## src/rtl/plat_window_gate.sv

```systemverilog
module plat_window_gate #(
  parameter int FILL_W = 8,
  parameter int HIWM   = 200
) (
  input  logic              clk,
  input  logic              rst_n,
  input  logic              cfg_use_msg,
  input  logic [1:0]        pin_code,
  input  logic              msg_valid,
  input  logic [1:0]        msg_code,
  input  logic              crit_pend,
  input  logic              dma_pend,
  input  logic              irq_pend,
  input  logic [FILL_W-1:0] fill_level,
  output logic              gnt_crit,
  output logic              gnt_dma,
  output logic              gnt_irq,
  output logic [1:0]        win_state
);
  localparam logic [1:0]        W_IDLE = 2'd0;
  localparam logic [1:0]        W_ACT  = 2'd2;
  localparam logic [FILL_W-1:0] HIWM_V = FILL_W'(HIWM);

  function automatic logic [1:0] decode(input logic [1:0] c);
    return (c == 2'd3) ? W_ACT : c;
  endfunction

  logic [1:0] pin_q, msg_q;
  logic       promote, dma_ok;

  always_ff @(posedge clk) begin
    if (!rst_n) begin
      pin_q <= W_IDLE;
      msg_q <= W_IDLE;
    end else begin
      pin_q <= decode(pin_code);
      if (msg_valid) msg_q <= decode(msg_code);
    end
  end

  assign win_state = cfg_use_msg ? msg_q : pin_q;
  assign promote   = fill_level >= HIWM_V;
  assign dma_ok    = promote || (win_state != W_IDLE);

  assign gnt_crit = crit_pend;
  assign gnt_dma  = !crit_pend && dma_pend && dma_ok;
  assign gnt_irq  = !crit_pend && !gnt_dma && irq_pend && (win_state == W_ACT);
endmodule

```

## config.mk

```make
export PLATFORM = sky130hd
export DESIGN_NAME = plat_window_gate
export DESIGN_NICKNAME = d
export VERILOG_FILES = /design/src/rtl/plat_window_gate.sv
export SDC_FILE = /design/constraint.sdc
export NUM_CORES = 1
export LEC_CHECK = 0
export ABC_AREA = 1
export BUFFER_PORTS_ARGS = -buffer_cell sky130_fd_sc_hd__clkbuf_2
export CORE_AREA = 2 2 39 41
export CTS_BUF_LIST = sky130_fd_sc_hd__clkbuf_16
export DETAILED_ROUTE_END_ITERATION = 8
export DIE_AREA = 0 0 41 43
export PLACE_DENSITY = 0.49
export SETUP_SLACK_MARGIN = 0.05
export SLEW_MARGIN = 20
export SYNTH_ARGS = -nofsm -noshare
export SYNTH_HDL_FRONTEND = slang
export SYNTH_SLANG_ARGS = --single-unit
```

## constraint.sdc

```tcl
create_clock -name clk -period 1.74 [get_ports clk]
set_input_delay 0.435 -clock clk [delete_from_list [all_inputs] [get_ports clk]]
set_output_delay 0.435 -clock clk [all_outputs]
set_load 0.01 [all_outputs]
```

* Word level (Yosys, flattened, before mapping) *
Cells that the tools add are included.

word-level totals
  bits in registers = 4
  output and inout port bits = 5

cells by class
  $lt $le $gt $ge = 1
  equality and inequality tests = 3
  multiplexer cells = 3
  bitwise operators = 1
  reductions and logical operators = 10

operator list
  kind                                                      count
  8-bit greater-or-equal comparator, second input constant  1
  2-bit equality test, second input constant                3
  2-bit 2-to-1 mux                                          3
  1-bit logical AND                                         5
  1-bit zero test                                           2
  2-bit nonzero test                                        1
  2-bit OR reduction                                        1
  1-bit logical OR                                          1
  1-bit inverter                                            1

* Longest topological paths before layout *
  depth after elaboration = 8
  depth in mapped cells = 6
  mapped depth without buffers = 6

* Worst setup path after synthesis *
OpenSTA, ideal clock, no wires.

  path type = input to output
  start = input port cfg_use_msg
  end = output port gnt_dma
  data arrival time = 0.955 ns
  data required time = 1.305 ns
  setup slack = 0.350 ns
  stages on the path = 5
  path through = inv_2 nand2_1 nand2_2 nor2_2 a21boi_0

on the way
  word-level cells in the longest chain between the ends = 4

RTL lines
  what                    RTL line  text
  start, declared         7         input logic cfg_use_msg,
  2-bit 2-to-1 mux        41        assign win_state = cfg_use_msg ? msg_q : pin_q;
  named net win_state[1]  18        output logic [1:0] win_state
  2-bit nonzero test      43        assign dma_ok = promote || (win_state != W_IDLE);
  1-bit logical OR        43
  1-bit logical AND       46        assign gnt_dma = !crit_pend && dma_pend && dma_ok;
  end, declared           16        output logic gnt_dma,

The timed path passes the listed nets, and every way through them passes these cells.

* Worst setup path in the final report *
  start = input port cfg_use_msg
  end = output port gnt_irq

on the way
  word-level cells in the longest chain between the ends = 8

RTL lines
  what                            RTL line  text
  2-bit 2-to-1 mux *              41
  2-bit nonzero test              43
  1-bit logical OR                43
  1-bit logical AND               46
  1-bit zero test                 47        assign gnt_irq = !crit_pend && !gnt_dma && irq_pend && (win_state == W_ACT);
  1-bit logical AND (2 in a row)  47
  1-bit logical AND *             47
  end, declared                   17        output logic gnt_irq,

Every way passes the cells marked *; elsewhere a longest branch is shown, timed or not.

==> out/qor.csv <==
metric,value,unit
post_cts_resized,0,
grt_max_degree,5,
drtAntennaViolNets,0,
grt_pass1_wl,648,µm
fin_crit_sh,90.57,%
sequentialPowerShare,19.5,%
worstSetupStartpointType,input port,
power.internal,415.9,µW
path_cells,clkbuf_2 -> nand2_1 -> nand2_2 -> nor2_2 -> nand2_1 -> a21oi_2 -> clkbuf_2,
post_cts_buffers,0,
holdBufCountCts,0,
finalHoldViolCount,0,
finalSetupTns,0,ns
crit_arrival,1.14,ns
h-tree-depth,1,
initial_core_util,17.54,%
status,"finished, final reports clean",
viasPerCell,3.636,
p_leak,0.0002570,µW
worst_path_max_delay_cell,clkbuf_2,
layout-drive-gt1-share,47.54,%
synth_cells,39,
required,1.30,ns
whs,0.3807,ns
rsz0062_at_grt,false,
clk_pin_slew_worst_paths,0.03,ns
dieHeight,43,µm
pin_count,24,
path_buf_inv,2,
antenna_found_initial,0,
core,0.001384,mm²
cts_tree,done,
n_antenna_cell,0,
drt_wl_total,555,µm
first_global_vias,184,
die_w,41,µm
ys_ff_latch,4,
synth_cell_types,14,
die_area,0.001763,mm²
switching_share,18.10,%
dr_total_vias,280,
nets,82,
synthToLayoutAreaGrowth,77.32,%
synth_area,242.7,µm²
port_buffers,20,
combPwrFrac,10.2,%
clk_latency,0.22,ns
yosysWarnings,0,
min_period,1.576,ns
worstPathMaxFanout,3,
drv_cap,0,
hp-class,input port to flop,
fin_skew,0,ns
synthesis.nets,58,
drc_errors,0,
p_per_area,1180,mW/mm²
crit_family,simple AND/OR/NAND/NOR gates,
worst_pin_slew,0.1720,ns
p_clk_share,70.3,%
finalSetupViolations,0,
grt_use_total,6.325,%
place_congestion,0.6382,
worst-setup-path-type,input port to primary output,
max_slew_margin,88.49,%
slew_violations,0,
rows,14,
syn_avg_cell_area,6.224,µm²
wl_per_cell,7.208,µm
cts-root-buf,clkbuf_16,
end_kind,primary output,
grt-ovfl-total,0,
critPathMaxStageDelay,0.13,ns
ys_seq_area_share,32.99,%
dr.first_iter.drc_count,4,
cts_num_sinks,4,
fmax,634.5,MHz
cts_buffers,3,
ir_drop,0.4926,mV
drtPass1Iterations,3,
switching_power,91.92,µW
cts_buffer_depth,2,
-- synth_stat cells --
cell	number	share of area (%)
a21boi_0	1	3.1
buf_4	1	3.1
nand3_1	1	2.1
nand2_2	3	7.7
inv_1	8	12
a21oi_1	1	2.1
dfxtp_1	4	33
a21oi_2	1	3.6
nor2_1	5	7.7
inv_2	1	1.5
nand4_1	1	2.6
nand2_1	10	15
nor2_2	1	2.6
a211oi_1	1	3.1
-- cells in the final DEF, fill, tap and decap left out --
cell type	count
a211oi_1	1
a21boi_0	1
a21oi_1	1
a21oi_2	1
clkbuf_16	3
clkbuf_2	20
dfxtp_1	4
inv_1	8
inv_2	1
nand2_1	10
nand2_2	3
nand3_1	1
nand4_1	1
nor2_1	5
nor2_2	1
-- power groups by stage --
stage / Combinational (µW) / Sequential [µW] / Clock (µW)
6_report: 51.7 / 99.0 / 357
5_1_grt: 59.1 / 99.5 / 366
4_1_cts: 52.2 / 99.1 / 362
3_5_place_dp: 52.0 / 100 / 0
3_3_place_gp: 51.8 / 100 / 0
2_1_floorplan: 27.1 / 99.7 / 0
-- metrics by stage --
stage	area [µm²]	instances	util [%]	power [µW]	setup slack [ns]
floorplan	242.7	39	-	126.8	0.3498
global placement	355.3	74	25.68	152.0	0.1819
detailed placement	355.3	74	25.68	152.2	0.1594
CTS	430.4	77	31.10	513.0	0.1571
global route	430.4	77	31.10	525.0	0.1073
finish	430.4	77	31.10	507.8	0.1640
-- worst paths after layout --
path	startpoint	end	cells past startpoint	slack [ns]
hold / removal	pin_code[1]	pin_q[0]$_SDFF_PP0_	2	0.38
hold reg to reg	msg_q[0]$_SDFFE_PN0P_	msg_q[0]$_SDFFE_PN0P_	2	0.47
setup / recovery	cfg_use_msg	gnt_irq	7	0.16
setup reg to reg	msg_q[1]$_SDFFE_PN0P_	msg_q[1]$_SDFFE_PN0P_	2	1.15
-- layout make-up --
| class | instances | area, µm² |
|---|---|---|
| well taps | 16 | 20.02 |
| clock buffers | 3 | 75.07 |
| repair buffers | 20 | 100.1 |
| flip-flops and latches | 4 | 80.08 |
| multi-input cells | 25 | 121.4 |
| inverters | 9 | 33.78 |
| fillers | 157 | 953.4 |
-- registers in the layout, summed over array words and instances (netlist names) --
register / flops
msg_q: 2
pin_q: 2
-- cell families (layout without fill, tap and decap cells) --
family,after synthesis,count (layout),synth area share (%)
AND/OR/NAND/NOR,21,21,38.15
AO/OA/AOI/OAI,4,4,11.86
buffers and inverters,10,32,17.01
flip-flops,4,4,32.99
-- metal layers --
metal,global-route usage (%),wire length (µm),vias to the layer above,part of all wire [%]
li1,-,-,161,-
met1,5.466,262,96,47
met2,7.813,179,21,32
met3,4.712,93,2,17
met4,8.000,19,0,3.4
met5,0,0,-,0
Note: power is estimated with default switching activity, not from simulation.
